## src/rtl/ptw_pkg.sv

```systemverilog
package ptw_pkg;
  localparam int unsigned VA_W     = 64;
  localparam int unsigned PG_SHIFT = 12;
  localparam int unsigned IDX_W    = 9;
  localparam int unsigned N_LVL    = 4;
  localparam int unsigned BIT_P    = 0;
  localparam int unsigned BIT_PS   = 7;
  localparam int unsigned A20_BIT  = 20;

  typedef enum logic [1:0] {MODE_FLAT, MODE_LEG32, MODE_PAE3, MODE_LONG4} walk_mode_e;
  typedef enum logic [1:0] {LVL_PT = 2'd0, LVL_PD = 2'd1, LVL_PDPT = 2'd2, LVL_PML4 = 2'd3} walk_lvl_e;
  typedef enum logic [1:0] {PG_4K = 2'd0, PG_2M = 2'd1, PG_4M = 2'd2, PG_1G = 2'd3} pg_size_e;

  function automatic int unsigned size_shift(pg_size_e s);
    case (s)
      PG_2M:   return 21;
      PG_4M:   return 22;
      PG_1G:   return 30;
      default: return 12;
    endcase
  endfunction

  function automatic logic [VA_W-1:0] a20_mask(logic en);
    return en ? '1 : ~(64'd1 << A20_BIT);
  endfunction
endpackage

```

## src/rtl/ptw_addr_gen.sv

```systemverilog
module ptw_addr_gen
  import ptw_pkg::*;
(
  input  walk_mode_e        mode_i,
  input  walk_lvl_e         lvl_i,
  input  logic [VA_W-1:0]   va_i,
  input  logic [VA_W-1:0]   base_i,
  input  logic              a20_en_i,
  output logic [VA_W-1:0]   addr_o,
  output logic              wide_o
);
  logic [N_LVL-1:0][VA_W-1:0] wide_off;
  logic [VA_W-1:0]            off;

  for (genvar g = 0; g < N_LVL; g++) begin : g_slice
    assign wide_off[g] = VA_W'(va_i[PG_SHIFT + IDX_W*g +: IDX_W]) << 3;
  end

  always_comb begin
    case (mode_i)
      MODE_LEG32: off = (lvl_i == LVL_PD) ? VA_W'(va_i[31:22]) << 2
                                          : VA_W'(va_i[21:12]) << 2;
      MODE_PAE3:  off = (lvl_i == LVL_PDPT) ? VA_W'(va_i[31:30]) << 3
                                            : wide_off[lvl_i];
      default:    off = wide_off[lvl_i];
    endcase
  end

  assign addr_o = (base_i + off) & a20_mask(a20_en_i);
  assign wide_o = (mode_i != MODE_LEG32);

  logic unused_va;
  assign unused_va = ^va_i[VA_W-1:48];
endmodule

```

## src/rtl/ptw_entry_dec.sv

```systemverilog
module ptw_entry_dec
  import ptw_pkg::*;
#(
  parameter int unsigned PA_W = 52
) (
  input  walk_mode_e       mode_i,
  input  walk_lvl_e        lvl_i,
  input  logic [VA_W-1:0]  data_i,
  input  logic             pse_en_i,
  output logic             present_o,
  output logic             leaf_o,
  output pg_size_e         size_o,
  output logic [VA_W-1:0]  next_base_o,
  output logic [VA_W-1:0]  entry_o
);
  localparam logic [VA_W-1:0] FRAME_MASK = ((64'd1 << PA_W) - 64'd1) & ~64'hFFF;

  logic [VA_W-1:0] ent;
  logic            ps;

  assign ent       = (mode_i == MODE_LEG32) ? {32'h0, data_i[31:0]} : data_i;
  assign present_o = ent[BIT_P];
  assign ps        = ent[BIT_PS];
  assign entry_o   = ent;

  always_comb begin
    leaf_o = 1'b0;
    size_o = PG_4K;
    case (lvl_i)
      LVL_PT: leaf_o = 1'b1;
      LVL_PD: begin
        if (mode_i == MODE_LEG32) begin
          leaf_o = ps & pse_en_i;
          size_o = PG_4M;
        end else begin
          leaf_o = ps;
          size_o = PG_2M;
        end
      end
      LVL_PDPT: begin
        leaf_o = ps & (mode_i == MODE_LONG4);
        size_o = PG_1G;
      end
      default: ;
    endcase
  end

  assign next_base_o = (mode_i == MODE_LEG32) ? {ent[VA_W-1:12], 12'h000}
                                              : (ent & FRAME_MASK);
endmodule

```

## src/rtl/ptw_result_fmt.sv

```systemverilog
module ptw_result_fmt
  import ptw_pkg::*;
#(
  parameter int unsigned PA_W = 52
) (
  input  logic             flat_i,
  input  walk_mode_e       mode_i,
  input  pg_size_e         size_i,
  input  logic [VA_W-1:0]  entry_i,
  input  logic [VA_W-1:0]  va_i,
  input  logic             a20_en_i,
  output logic [VA_W-1:0]  pa_o
);
  localparam logic [VA_W-1:0] PA_FIELD = (64'd1 << PA_W) - 64'd1;

  logic [N_LVL-1:0][VA_W-1:0] low_mask;
  logic [VA_W-1:0]            e;
  logic [VA_W-1:0]            lm;

  for (genvar s = 0; s < N_LVL; s++) begin : g_mask
    assign low_mask[s] = (64'd1 << size_shift(pg_size_e'(s))) - 64'd1;
  end

  always_comb begin
    e = entry_i;
    if (mode_i == MODE_LEG32) begin
      if (size_i == PG_4M) e = e | (VA_W'(entry_i[20:13]) << 32);
      e = e & a20_mask(a20_en_i);
    end
    lm = low_mask[size_i];
    if (flat_i) pa_o = va_i & a20_mask(a20_en_i);
    else        pa_o = (e & PA_FIELD & ~lm) | (va_i & lm);
  end
endmodule

```

## src/rtl/pt_walker.sv

```systemverilog
module pt_walker
  import ptw_pkg::*;
#(
  parameter int unsigned PA_W = 52
) (
  input  logic             clk_i,
  input  logic             rst_ni,
  input  logic             req_valid_i,
  output logic             req_ready_o,
  input  logic [63:0]      req_va_i,
  input  logic             cfg_paging_i,
  input  logic             cfg_pae_i,
  input  logic             cfg_long_i,
  input  logic             cfg_pse_i,
  input  logic             cfg_a20_en_i,
  input  logic [63:0]      cfg_root_i,
  output logic             mem_req_valid_o,
  input  logic             mem_req_ready_i,
  output logic [63:0]      mem_req_addr_o,
  output logic             mem_req_wide_o,
  input  logic             mem_rsp_valid_i,
  input  logic [63:0]      mem_rsp_data_i,
  output logic             res_valid_o,
  output logic             res_fault_o,
  output logic [63:0]      res_pa_o,
  output logic [1:0]       res_size_o
);
  localparam logic [VA_W-1:0] FRAME_MASK = ((64'd1 << PA_W) - 64'd1) & ~64'hFFF;
  localparam int unsigned     CANON_LSB  = PG_SHIFT + IDX_W*N_LVL - 1;

  typedef enum logic [1:0] {ST_IDLE, ST_ISSUE, ST_WAIT, ST_DONE} st_e;

  st_e             st_q;
  walk_mode_e      mode_q, mode_d, cur_mode;
  walk_lvl_e       lvl_q, start_lvl;
  logic [VA_W-1:0] va_q, base_q, root_base, cur_va;
  logic            a20_q, pse_q, cur_a20, idle;
  logic [VA_W-1:0] pa_q;
  logic            fault_q;
  pg_size_e        size_q;
  logic            canon_ok;

  logic            ent_present, ent_leaf;
  pg_size_e        ent_size, fmt_size;
  logic [VA_W-1:0] ent_next, ent_raw, fmt_pa;

  assign idle = (st_q == ST_IDLE);

  always_comb begin
    if (!cfg_paging_i)   mode_d = MODE_FLAT;
    else if (!cfg_pae_i) mode_d = MODE_LEG32;
    else if (cfg_long_i) mode_d = MODE_LONG4;
    else                 mode_d = MODE_PAE3;
  end

  always_comb begin
    case (mode_d)
      MODE_LEG32: begin root_base = cfg_root_i & ~64'hFFF; start_lvl = LVL_PD;   end
      MODE_PAE3:  begin root_base = cfg_root_i & ~64'h1F;  start_lvl = LVL_PDPT; end
      MODE_LONG4: begin root_base = cfg_root_i & FRAME_MASK; start_lvl = LVL_PML4; end
      default:    begin root_base = '0;                     start_lvl = LVL_PT;   end
    endcase
  end

  assign canon_ok = (&req_va_i[VA_W-1:CANON_LSB]) | ~(|req_va_i[VA_W-1:CANON_LSB]);

  assign cur_mode = idle ? mode_d       : mode_q;
  assign cur_va   = idle ? req_va_i     : va_q;
  assign cur_a20  = idle ? cfg_a20_en_i : a20_q;
  assign fmt_size = idle ? PG_4K        : ent_size;

  ptw_addr_gen u_addr (
    .mode_i   (mode_q),
    .lvl_i    (lvl_q),
    .va_i     (va_q),
    .base_i   (base_q),
    .a20_en_i (a20_q),
    .addr_o   (mem_req_addr_o),
    .wide_o   (mem_req_wide_o)
  );

  ptw_entry_dec #(.PA_W(PA_W)) u_dec (
    .mode_i      (mode_q),
    .lvl_i       (lvl_q),
    .data_i      (mem_rsp_data_i),
    .pse_en_i    (pse_q),
    .present_o   (ent_present),
    .leaf_o      (ent_leaf),
    .size_o      (ent_size),
    .next_base_o (ent_next),
    .entry_o     (ent_raw)
  );

  ptw_result_fmt #(.PA_W(PA_W)) u_fmt (
    .flat_i   (idle),
    .mode_i   (cur_mode),
    .size_i   (fmt_size),
    .entry_i  (ent_raw),
    .va_i     (cur_va),
    .a20_en_i (cur_a20),
    .pa_o     (fmt_pa)
  );

  always_ff @(posedge clk_i or negedge rst_ni) begin
    if (!rst_ni) begin
      st_q    <= ST_IDLE;
      mode_q  <= MODE_FLAT;
      lvl_q   <= LVL_PT;
      va_q    <= '0;
      base_q  <= '0;
      a20_q   <= 1'b1;
      pse_q   <= 1'b0;
      pa_q    <= '0;
      fault_q <= 1'b0;
      size_q  <= PG_4K;
    end else begin
      case (st_q)
        ST_IDLE: if (req_valid_i) begin
          mode_q  <= mode_d;
          va_q    <= req_va_i;
          a20_q   <= cfg_a20_en_i;
          pse_q   <= cfg_pse_i;
          base_q  <= root_base;
          lvl_q   <= start_lvl;
          fault_q <= 1'b0;
          size_q  <= PG_4K;
          pa_q    <= '0;
          if (mode_d == MODE_FLAT) begin
            pa_q <= fmt_pa;
            st_q <= ST_DONE;
          end else if (mode_d == MODE_LONG4 && !canon_ok) begin
            fault_q <= 1'b1;
            st_q    <= ST_DONE;
          end else begin
            st_q <= ST_ISSUE;
          end
        end
        ST_ISSUE: if (mem_req_ready_i) st_q <= ST_WAIT;
        ST_WAIT: if (mem_rsp_valid_i) begin
          if (!ent_present) begin
            fault_q <= 1'b1;
            pa_q    <= '0;
            st_q    <= ST_DONE;
          end else if (ent_leaf) begin
            pa_q   <= fmt_pa;
            size_q <= ent_size;
            st_q   <= ST_DONE;
          end else begin
            base_q <= ent_next;
            lvl_q  <= walk_lvl_e'(lvl_q - 2'd1);
            st_q   <= ST_ISSUE;
          end
        end
        default: st_q <= ST_IDLE;
      endcase
    end
  end

  assign req_ready_o     = idle;
  assign mem_req_valid_o = (st_q == ST_ISSUE);
  assign res_valid_o     = (st_q == ST_DONE);
  assign res_fault_o     = fault_q;
  assign res_pa_o        = pa_q;
  assign res_size_o      = size_q;
endmodule

```

## config.mk

```make
export PLATFORM = sky130hd
export DESIGN_NAME = pt_walker
export DESIGN_NICKNAME = d
export VERILOG_FILES = /design/src/rtl/ptw_pkg.sv /design/src/rtl/ptw_addr_gen.sv /design/src/rtl/ptw_entry_dec.sv /design/src/rtl/ptw_result_fmt.sv /design/src/rtl/pt_walker.sv
export SDC_FILE = /design/constraint.sdc
export NUM_CORES = 1
export LEC_CHECK = 0
export ABC_AREA = 1
export BUFFER_PORTS_ARGS = -buffer_cell sky130_fd_sc_hd__buf_2
export CAP_MARGIN = 10
export CORE_MARGIN = 4
export CORE_UTILIZATION = 56
export CTS_BUF_LIST = sky130_fd_sc_hd__clkbuf_8 sky130_fd_sc_hd__clkbuf_16
export CTS_CLUSTER_DIAMETER = 30
export DETAILED_ROUTE_END_ITERATION = 8
export PLACE_DENSITY = 0.9
export SLEW_MARGIN = 5
export SYNTH_ARGS = -nofsm -noshare
export SYNTH_HDL_FRONTEND = slang
export SYNTH_HIERARCHICAL = 1
export SYNTH_SLANG_ARGS = --single-unit
```

## constraint.sdc

```tcl
create_clock -name clk_i -period 3.8 [get_ports clk_i]
set_clock_uncertainty 0.05 [all_clocks]
set_input_delay 0.19 -clock clk_i [delete_from_list [all_inputs] [get_ports clk_i]]
set_output_delay 0.19 -clock clk_i [all_outputs]
set_load 0.01 [all_outputs]
```

* Word-level counts from Yosys, hierarchy flattened *
Index checks and enable logic that the tools add are counted.

word-level totals
  word-level logic and storage cells = 125
  register bits after elaboration = 203
  output and inout bits = 135

cells by class
  mux-type cells = 63
  bitwise logic cells = 12
  eq/ne operators = 22
  reduce and logical (&&, ||, !) cells = 14
  order comparisons = 2
  add/sub/neg operators = 2

operator list
  kind                                           number
  two-way mux 64 bit                             16
  case mux 64 bit (2 select lines)               3
  binary-select mux 64 bit (select 2 bit)        2
  bitwise AND 64 bit                             3
  case mux 64 bit (3 select lines)               1
  two-way mux 52 bit                             3
  adder 64 bit                                   1
  bitwise AND 52 x 64 -> 64 bit                  1
  inverter 64 bit                                1
  bitwise OR 64 bit                              1
  bitwise AND 52 bit                             1
  bitwise OR 52 x 40 -> 52 bit                   1
  two-way mux 21 bit                             2
  two-way mux 2 bit                              20
  AND reduction 17 bit                           1
  OR reduction 17 bit                            1
  == test 2 bit, second input constant           8
  two-way mux 12 bit                             1
  case mux 2 bit (2 select lines)                3
  case mux 2 bit (3 select lines)                2
  == test 2 x 1 -> 1 bit, second input constant  5
  != test 2 bit, second input constant           5
  AND reduction 5 bit                            2
  two-way mux 1 bit                              8
  other kinds (16)                               23

* Depth between registers and ports, before layout *
Gate-level depths: netlist of run 1.

  depth in word-level cells = 16
  mapped depth = 21

* Modules after synthesis *
Netlist of run 1, hierarchy kept.

modules (own cells, without submodules)
  module          times used  area an instance (µm²)  cells each
  pt_walker       1           9,572.9                 1,178
  ptw_addr_gen    1           3,064.2                 605
  ptw_entry_dec   1           1,133.6                 186
  ptw_result_fmt  1           827.0                   187

* Worst setup path before layout of run 1 *
No wires, ideal clock.

  path kind = register to output
  start point = register lvl_q[1]
  end point = output mem_req_addr_o[26]
  slack = 906 ps
  arrival time = 2,654 ps
  path buffers = 1
  stages on the path, launching flop included = 18
  cell sequence = dfrtp_1 > inv_2 > nand2_2 > inv_2 > buf_2 > nand2_1 > a21oi_1 > ha_1 > inv_1 > fa_1 > inv_1 > nand3_1 > nand2_1 > nand2_1 > nand2_2 > nand3_1 > nand2_2 > xor2_1

on the way
  cells in the longest elaborated chain, start to end = 6

RTL lines
  item                                      line                                    source
  from (decl)                               pt_walker.sv:35                         walk_lvl_e lvl_q, start_lvl;
  from (signal assigned)                    pt_walker.sv:124                        lvl_q <= start_lvl;
  from (signal assigned)                    pt_walker.sv:150                        lvl_q <= walk_lvl_e'(lvl_q - 2'd1);
  binary-select mux 64 bit (select 2 bit)   ptw_addr_gen.sv:24, ptw_addr_gen.sv:25
  two-way mux 64 bit (implied by the code)  ptw_addr_gen.sv:24, ptw_addr_gen.sv:25
  two-way mux 64 bit                        ptw_addr_gen.sv:23                      MODE_PAE3: off = (lvl_i == LVL_PDPT) ? VA_W'(va_i[31:30]) << 3
  case mux 64 bit (2 select lines) (*)      ptw_addr_gen.sv:20                      case (mode_i)
  adder 64 bit (*)                          ptw_addr_gen.sv:29                      assign addr_o = (base_i + off) & a20_mask(a20_en_i);
  bitwise AND 64 bit (*)                    ptw_addr_gen.sv:29
  to (decl)                                 pt_walker.sv:19                         output logic [63:0] mem_req_addr_o,

Mark *: on every way between the ends. The rest lies on a longest branch, timed or not. The select of a mux whose other input is x is not followed.

* Worst setup path after layout of run 1 *
  start point = register mode_q[1]
  end point = output mem_req_addr_o[44]

on the way
  cells in the longest elaborated chain, start to end = 4

RTL lines
  item                                                     line                source
  from (decl)                                              pt_walker.sv:34     walk_mode_e mode_q, mode_d, cur_mode;
  from (signal assigned)                                   pt_walker.sv:119    mode_q <= mode_d;
  == test 2 bit or == test 2 x 1 -> 1 bit (tied branches)  ptw_addr_gen.sv:20
  case mux 64 bit (2 select lines) (*)                     ptw_addr_gen.sv:20
  adder 64 bit (*)                                         ptw_addr_gen.sv:29
  bitwise AND 64 bit (*)                                   ptw_addr_gen.sv:29

Mark *: on every way between the ends. The rest lies on a longest branch, timed or not.

==> qor.yml, run 1 <==
status: "finished, final reports clean"
start_util_pct: 57.0
final_util_pct: 72.2
remaining_drc_errors: 0
grt_max_degree: 112
cp_data_required_time_ps: 3560
port_buffers: 309
total_power_mw: 16.6
syn_to_final_growth_pct: 26.5
clock-root-buffer: "clkbuf_16"
core_um2: 25300
syn_area_um2: 14400
boundaryPins: 337
yosys_warnings: 6
crit_type: "reg -> out"
fin_ws_ps: 91.0
n_fill_cell: 1882
totalWireLength_mm: 55.2
firstDrtPassIters: 8
grt_use_total_pct: 37.4
rr_startpoint: "lvl_q[1]"
post-route-min-period_ps: 3710
cp_slowest_cell: "dfrtp_2"
fmax_mhz: 270
viasPerCell: 5.78
postPlaceCellArea_um2: 15500
final_area_um2: 18200
grt_pass1_wl_mm: 84.6
cts_tree: "yes"
slew_violations: 0
cp.arrival_ps: 3470
cp_max_fo: 11
dp.cells: 2607
cts_inserted_buffers: 42
start_kind: "flip-flop"
netlist_instances: 2119
dr_total_vias: 16124
rows: 58
worst_slew_pin_slew_ps: 1010
die_w_um: 168
finalSetupViolCount: 0
fin_crit_sh_pct: 97.6
path_cells: "ha_2 -> or2_2 -> o31ai_4 -> o21ai_1 -> ha_1 -> buf_4 -> nand2_1 -> nor2_1 -> nand3_1 -> nand3_1 -> buf_4 -> nand2_2 -> nor2_1 -> nand2_1 -> nand2_1 -> buf_2"
hold_class: "in -> reg"
die_area_um2: 28400
clockBufferDepth: 3
min-delay-start: "cfg_root_i[25]"
power.density_nw_per_um2: 910
drv_cap: 0
path_buf_inv: 3
h-tree-depth: 2
dr.first_iter.drc_count: 2088
clk_pin_slew_ps: 40
antenna_left: 0
die_height_um: 168
grt_overflow_total: 0
first_global_vias: 15493
cp-startpoint: "mode_q[1]"
clk_latency_ps: 540
final_cell_mix: "nand2_1 (532), buf_2 (308), inv_1 (268)"
p_leak_nw: 9.38
layout_commonest_cell: "nand2_1"
worstSetupEndpointType: "output port"
place_worst_setup_slack_ps: 378
crit_path_frequent_cell: "nand2_1"
relSlewSlack_pct: 32.5
post_drt_wl_per_cell_um: 19.8
clock-sinks: 203
final_cell_count_no_fill: 2791
place_hpwl_mm: 37.8
critPathMaxStageDelay_ps: 440
cpLargestDelayFamily: "simple AND/OR/NAND/NOR gates"
ir_worst_vdd_uv: 555
place_congestion: 1.01
final_layout_size_suffix_gt1_share_pct: 22.1
hold_violations: 0
antenna_found_initial: 3
final_net_count: 2644
avgSynthCellArea_um2: 6.80
-- metal layers --
layer | wire length, um | track usage [%] | vias to the layer above | part of all wire, %
li1 | - | - | 7305 | -
met2 | 26000 | 62.1 | 1129 | 47
met1 | 20600 | 46.5 | 7442 | 37
met5 | 0 | 0 | - | 0
met3 | 5500 | 7.96 | 248 | 10
met4 | 3050 | 18.4 | 0 | 5.5
-- worst reg2reg max path, stage by stage, from the launching register on --
cell,delay [ps]
dfrtp_1,410
buf_4,200
inv_1,100
ha_1,200
nand2_1,100
nand3_1,90
nand2_1,50
a21oi_1,180
inv_1,60
a21oi_1,210
inv_1,150
nand2_4,400
buf_12,300
nand2_1,100
o31ai_1,90
dlygate4sd3_1,590
-- through the flow --
stage | hold slack (ps) | TNS [ps]
2_1_floorplan | -156 | 0
3_3_place_gp | 277 | 0
3_5_place_dp | 281 | 0
4_1_cts | 1.58 | -47.7
5_1_grt | 24.2 | -82.9
6_report | 2.17 | 0
-- registers in the layout, summed over array words and instances, names as in the netlist, 2 cells and up --
| signal | count |
|---|---|
| res_size_o | 2 |
| base_q | 64 |
| st_q | 2 |
| va_q | 64 |
| lvl_q | 2 |
| res_pa_o | 64 |
| mode_q | 2 |
-- where the power goes --
| group | total (mW) | switching (mW) | internal, mW |
|---|---|---|---|
| Combinational | 8.57 | 5.55 | 3.02 |
| Sequential | 4.29 | 1.17 | 3.12 |
| Clock | 3.72 | 1.29 | 2.43 |
| Total | 16.6 | 8.01 | 8.57 |
-- timing repair --
| item | CTS | global route |
|---|---|---|
| hold buffers | 91 | 0 |
| buffers inserted | 4 | 9 |
| pin swaps | 3 | 13 |
| endpoints found under the setup margin | 45 | 52 |
| gates resized for setup | 13 | 38 |
| endpoints found under the hold margin | 185 | 0 |
-- area by class of cell --
cell class | count | area, um^2 | area share, %
Antenna cell | 3 | 7.51 | 0.0412
Clock buffer | 48 | 1130 | 6.22
Clock inverter | 29 | 332 | 1.82
Inverter | 279 | 1060 | 5.81
Multi-Input combinational cell | 1464 | 7390 | 40.6
Sequential cell | 203 | 5080 | 27.9
Tap cell | 330 | 413 | 2.27
Timing Repair Buffer | 435 | 2800 | 15.4
-- worst paths after layout --
path / slack [ps] / end / cells past startpoint
worst min-delay path: 2 / base_q[25] / 3
worst min register to register: 420 / pse_q / 2
min in group asynchronous: 270 / base_q[45] / 2
max in group asynchronous: 2290 / res_pa_o[25] / 3
worst max register to register: 480 / base_q[17] / 15
worst max-delay path: 90 / mem_req_addr_o[44] / 16
No activity file was read; power rests on OpenSTA's default activity.
==> run 2: changes to the inputs <==
ABC_AREA = default   (was 1)
CORE_UTILIZATION = 45   (was 56)
PLACE_DENSITY = 0.77   (was 0.9)
==> qor.yml, run 2 <==
place_hpwl_mm: 31.8  # -16%
dr_total_vias: 13386  # -17%
post-route-min-period_ps: 3970  # +259 ps
power.density_nw_per_um2: 1010  # +11%
clock-root-buffer: "clkbuf_16"
p_leak_nw: 8.91  # -5.1%
cp_max_fo: 5  # -6
syn_to_final_growth_pct: 41.4
core_um2: 28900  # +14%
ir_worst_vdd_uv: 532  # -4.2%
register_area_um2: 5080  # unchanged
totalWireLength_mm: 49.0  # -11%
start_util_pct: 45.8  # -11 points
port_buffers: 309  # unchanged
grt_overflow_total: 0  # unchanged
rr_startpoint: "lvl_q[0]"
finalSetupViolCount: 32  # +32
grt_pass1_wl_mm: 73.1  # -14%
final_cell_mix: "nand2_1 (343), buf_2 (308), dfrtp_1 (200)"
antenna_left: 0  # unchanged
dr.first_iter.drc_count: 1113  # -47%
fmax_mhz: 252  # -6.5%
holdWs_ps: 21.3  # +19.1 ps
n_fill_cell: 2248  # +19%
dp.cells: 2098  # -20%
slew_violations: 0  # unchanged
place_congestion: 0.939  # -7.5%
crit_type: "reg -> out"
multiInputGateArea_um2: 7390  # about the same
fin_ws_ps: -168  # -259 ps
viasPerCell: 5.60  # -3.0%
syn_area_um2: 13200  # -8.3%
die_w_um: 179  # +6.5%
antenna_found_initial: 6  # +3
relSlewSlack_pct: 44.2  # +12 points
cp_data_required_time_ps: 3560  # about the same
remaining_drc_errors: 0  # unchanged
grt_use_total_pct: 28.7  # -8.7 points
die_area_um2: 32200  # +13%
rows: 62  # +6.9%
fin_crit_sh_pct: 104  # +6.8 points
yosys_warnings: 6  # unchanged
cts_inserted_buffers: 55  # +31%
h-tree-depth: 2  # unchanged
crit_end: "mem_req_addr_o[42]"
layout_commonest_cell: "nand2_1"
cp.arrival_ps: 3730  # +260 ps
drv_cap: 0  # unchanged
grt_max_degree: 89  # -21%
firstDrtPassIters: 6  # -2
avgSynthCellArea_um2: 8.56  # +26%
post_drt_wl_per_cell_um: 20.5  # +3.7%
worstSetupEndpointType: "output port"
r2r_slack_ps: 420  # -60 ps
final_net_count: 2174  # -18%
hold_class: "in -> reg"
clockBufferDepth: 3  # unchanged
die_height_um: 179  # +6.5%
final_layout_size_suffix_gt1_share_pct: 33.4  # +11 points
clk_pin_slew_ps: 50  # about the same
worst_slew_pin_slew_ps: 838  # -171 ps
clock-sinks: 203  # unchanged
cp-startpoint: "lvl_q[0]"
netlist_instances: 1543  # -27%
reg2reg_to: "base_q[25]"
boundaryPins: 337  # unchanged
rsz0062_at_grt: "true"
reg2regPathDepth: 12  # -3
clk_latency_ps: 560  # +20 ps
hold_violations: 0  # unchanged
cts_tree: "yes"
status: "finished with violations"
final_cell_count_no_fill: 2389  # -14%
violations: "negative setup slack"
start_kind: "flip-flop"
first_global_vias: 13276  # -14%
[run 2: cell count changes in the layout (fill, tap and decap cells not counted), sizes merged, moves of 30 or more]
| cell | change |
|---|---|
| inv | -251 |
| nand2 | -216 |
| o21ai | -127 |
| mux2 | +98 |
| nor2 | -97 |
| nand3 | -88 |
| dlygate4sd3 | +67 |
| a21oi | -52 |
| a31oi | +44 |
| o31ai | -43 |
| and2 | +39 |
| buf | +30 |
[run 2: timing repair]
| action | CTS | global route |
|---|---|---|
| setup buffers | 19 | 8 |
| pin swaps | 24 | 36 |
| gates cloned | 0 | 0 |
| endpoints found under the setup margin | 51 | 50 |
| hold endpoints to repair | 227 | 0 |
| hold buffers | 158 | 0 |
| gates resized for setup | 54 | 56 |
[run 2: worst max-delay path, cell delays in order (launching register included)]
cell and delay [ps]:
dfrtp_1 390, buf_6 150, mux4_2 520, inv_2 100, o22ai_4 80, ha_4 280
a21o_1 230, buf_6 130, a21oi_4 170, a21oi_4 100, buf_6 130, o21ai_4 230
buf_6 210, nor2_4 50, xor2_1 220, buf_2 180
[run 2: cell type report]
cell class | instances | share of cell area (%)
Multi-Input combinational cell | 1139 | 39.6
Sequential cell | 203 | 27.2
Timing Repair Buffer | 532 | 19.9
Clock buffer | 68 | 8.32
Tap cell | 384 | 2.57
Clock inverter | 33 | 1.84
Inverter | 24 | 0.489
Antenna cell | 6 | 0.0803
[run 2: where the power goes]
group | total (mW) | internal, mW | switching [mW] | leakage (nW)
Clock | 4.61 | 3.15 | 1.46 | 0.942
Combinational | 10.0 | 4.44 | 5.58 | 5.43
Sequential | 4.16 | 3.18 | 0.983 | 2.53
Total | 18.8 | 10.8 | 8.03 | 8.91
[run 2: how the worst min path moves through the flow]
stage                       start            to  slack (ps)  depth (start not counted)
6_report       mem_rsp_data_i[43]    base_q[43]          20                          4
5_1_grt        mem_rsp_data_i[43]    base_q[43]          20                          4
4_1_cts        mem_rsp_data_i[28]  res_pa_o[28]          10                          4
3_5_place_dp               rst_ni  res_pa_o[21]         270                          1
3_3_place_gp               rst_ni  res_pa_o[13]         260                          1
2_1_floorplan              rst_ni     base_q[0]        -160                          0
[run 2: routing by layer]
layer	global-route usage, %	up-vias	wire length [um]
met5	0	-	7
met4	12.6	2	2210
met3	7.57	168	4650
met2	46.0	805	22800
met1	36.8	6398	19300
li1	-	6013	-
[run 2: through the flow]
stage | setup slack (ps) | utilization [%] | setup TNS [ps] | power, mW | cell area [um^2]
2_1_floorplan | 165 | - | 0 | 9.71 | 13300
3_3_place_gp | 148 | 50.0 | 0 | 12.0 | 14400
3_5_place_dp | 66.1 | 50.0 | 0 | 12.3 | 14400
4_1_cts | -55.5 | 63.5 | -264 | 18.0 | 18300
5_1_grt | -275 | 64.7 | -7170 | 19.8 | 18700
6_report | -168 | 64.8 | -2310 | 18.8 | 18700
==> run 3: changes to the inputs <==
CTS_BUF_LIST = sky130_fd_sc_hd__clkbuf_4   (was sky130_fd_sc_hd__clkbuf_8 sky130_fd_sc_hd__clkbuf_16)
==> qor.yml, run 3 (same netlist as run 2, synthesis figures left out) <==
status: "finished with violations"
violations: "negative setup slack"
firstDrtPassIters: 6  # unchanged
boundaryPins: 337  # unchanged
ir_worst_vdd_uv: 562  # +5.7%
switching_share_pct: 45.6  # +2.9 points
dr.first_iter.drc_count: 1027  # -7.7%
port_buffers: 309  # unchanged
clockBufferDepth: 3  # unchanged
crit_type: "reg -> out"
cts_tree: "yes"
worst_slew_pin_slew_ps: 835  # -2.78 ps
cts_inserted_buffers: 68  # +24%
post_drt_wl_per_cell_um: 19.8  # -3.2%
switchingPower_mw: 7.59  # -5.5%
cp_data_required_time_ps: 3560  # about the same
cp-startpoint: "lvl_q[0]"
post-route-min-period_ps: 4030  # +62.6 ps
clk_latency_ps: 660  # +100 ps
worstSetupEndpointType: "output port"
grt_max_degree: 89  # unchanged
final_layout_size_suffix_gt1_share_pct: 32.9  # -0.54 points
cp_max_fo: 8  # +3
drv_cap: 0  # unchanged
n_fill_cell: 2367  # +5.3%
tns_ps: -4880  # -2570 ps
dp.cells: 2098  # unchanged
clock-sinks: 203  # unchanged
p_clk_share_pct: 14.6  # -9.9 points
slew_violations: 0  # unchanged
antenna_left: 0  # unchanged
fin_ws_ps: -231  # -62.6 ps
remaining_drc_errors: 0  # unchanged
fin_crit_sh_pct: 106  # +1.6 points
start_util_pct: 45.8  # unchanged
final_net_count: 2218  # +2.0%
power.density_nw_per_um2: 926  # -8.0%
syn_to_final_growth_pct: 36.1
combPwrFrac_pct: 60.6  # +7.3 points
p_int_mw: 9.06  # -16%
final_cell_mix: "nand2_1 (344), buf_2 (307), dfrtp_1 (201)"
clock-root-buffer: "clkbuf_4"
place_congestion: 0.939  # unchanged
viasPerCell: 5.57  # -0.66%
layout_commonest_cell: "nand2_1"
first_global_vias: 13593  # +2.4%
rr_startpoint: "lvl_q[0]"
grt_use_total_pct: 29.2  # +0.45 points
rows: 62  # unchanged
place_hpwl_mm: 31.8  # unchanged
final_util_pct: 62.3  # -2.4 points
die_area_um2: 32200  # unchanged
die_w_um: 179  # unchanged
clk_pin_slew_ps: 60  # about the same
grt_pass1_wl_mm: 73.7  # +0.80%
cp.arrival_ps: 3790  # +60 ps
grt_overflow_total: 0  # unchanged
min-delay-start: "mem_rsp_data_i[45]"
finalSetupViolCount: 47  # +47%
final_cell_count_no_fill: 2449  # +2.5%
antenna_found_initial: 12  # +6
start_kind: "flip-flop"
p_leak_nw: 8.53  # -4.2%
dr_total_vias: 13631  # +1.8%
hold_violations: 0  # unchanged
seqPwrFrac_pct: 24.9  # +2.8 points
h-tree-depth: 3  # +1
hold_class: "in -> reg"
die_height_um: 179  # unchanged
relSlewSlack_pct: 44.3  # +0.19 points
totalWireLength_mm: 48.6  # -0.78%
rsz0062_at_grt: "true"
fmax_mhz: 248  # -1.6%
core_um2: 28900  # unchanged
total_power_mw: 16.7  # -11%
holdWs_ps: 49.0  # +27.7 ps
## run 3: layout make-up
type / instances / area (um^2) / area share [%]
inverters: 24 / 91.3 / 0.508
flip-flops and latches: 203 / 5080 / 28.3
multi-input cells: 1139 / 7360 / 40.9
repair buffers: 563 / 4040 / 22.5
clock buffers: 93 / 698 / 3.88
diodes: 15 / 37.5 / 0.209
well taps: 384 / 480 / 2.67
clock inverters: 28 / 195 / 1.09
## run 3: worst max-delay path, cell delays in order, from the launching register on
cell,delay (ps)
dfrtp_1,400
buf_6,160
mux4_2,520
inv_2,90
o22ai_4,80
ha_4,280
a21o_1,190
a31oi_2,210
a21boi_2,120
a221oi_2,280
buf_6,200
buf_12,160
nor4b_4,60
xor2_1,210
buf_2,180
## run 3: stage by stage
stage / instance area, um^2 / setup slack [ps]
detailed placement: 14400 / 66.1
finish: 18000 / -231
CTS: 17800 / -241
global placement: 14400 / 148
global route: 18000 / -393
floorplan: 13300 / 165
## run 3: power groups by stage
stage | clock network [mW] | logic [mW] | registers (mW)
2_1_floorplan | 0 | 5.76 | 3.95
3_3_place_gp | 0 | 7.98 | 4.05
3_5_place_dp | 0 | 8.19 | 4.09
4_1_cts | 2.47 | 9.54 | 4.08
5_1_grt | 2.62 | 10.9 | 4.24
6_report | 2.42 | 10.1 | 4.14
## run 3: layer usage
layer	track usage, %	vias to the layer above	wire [um]
met5	0	-	7
met4	14.0	2	2450
met3	9.15	208	5080
met2	46.3	779	22400
met1	36.3	6518	18700
li1	-	6124	-
## run 3: worst paths after layout
check / to / slack (ps) / cells after the start
min reg2reg: va_q[55] / 420 / 2
max: mem_req_addr_o[43] / -230 / 14
max in group asynchronous: base_q[6] / 2560 / 3
min: res_pa_o[45] / 50 / 5
max reg2reg: base_q[47] / 420 / 12
min in group asynchronous: res_pa_o[22] / 140 / 2
## run 3: timing repair
item	in CTS	in global routing
hold endpoints to repair	265	0
resized for setup	89	17
setup buffers	16	7
pin swaps	33	18
hold buffers	192	0
endpoints found under the setup margin	54	55
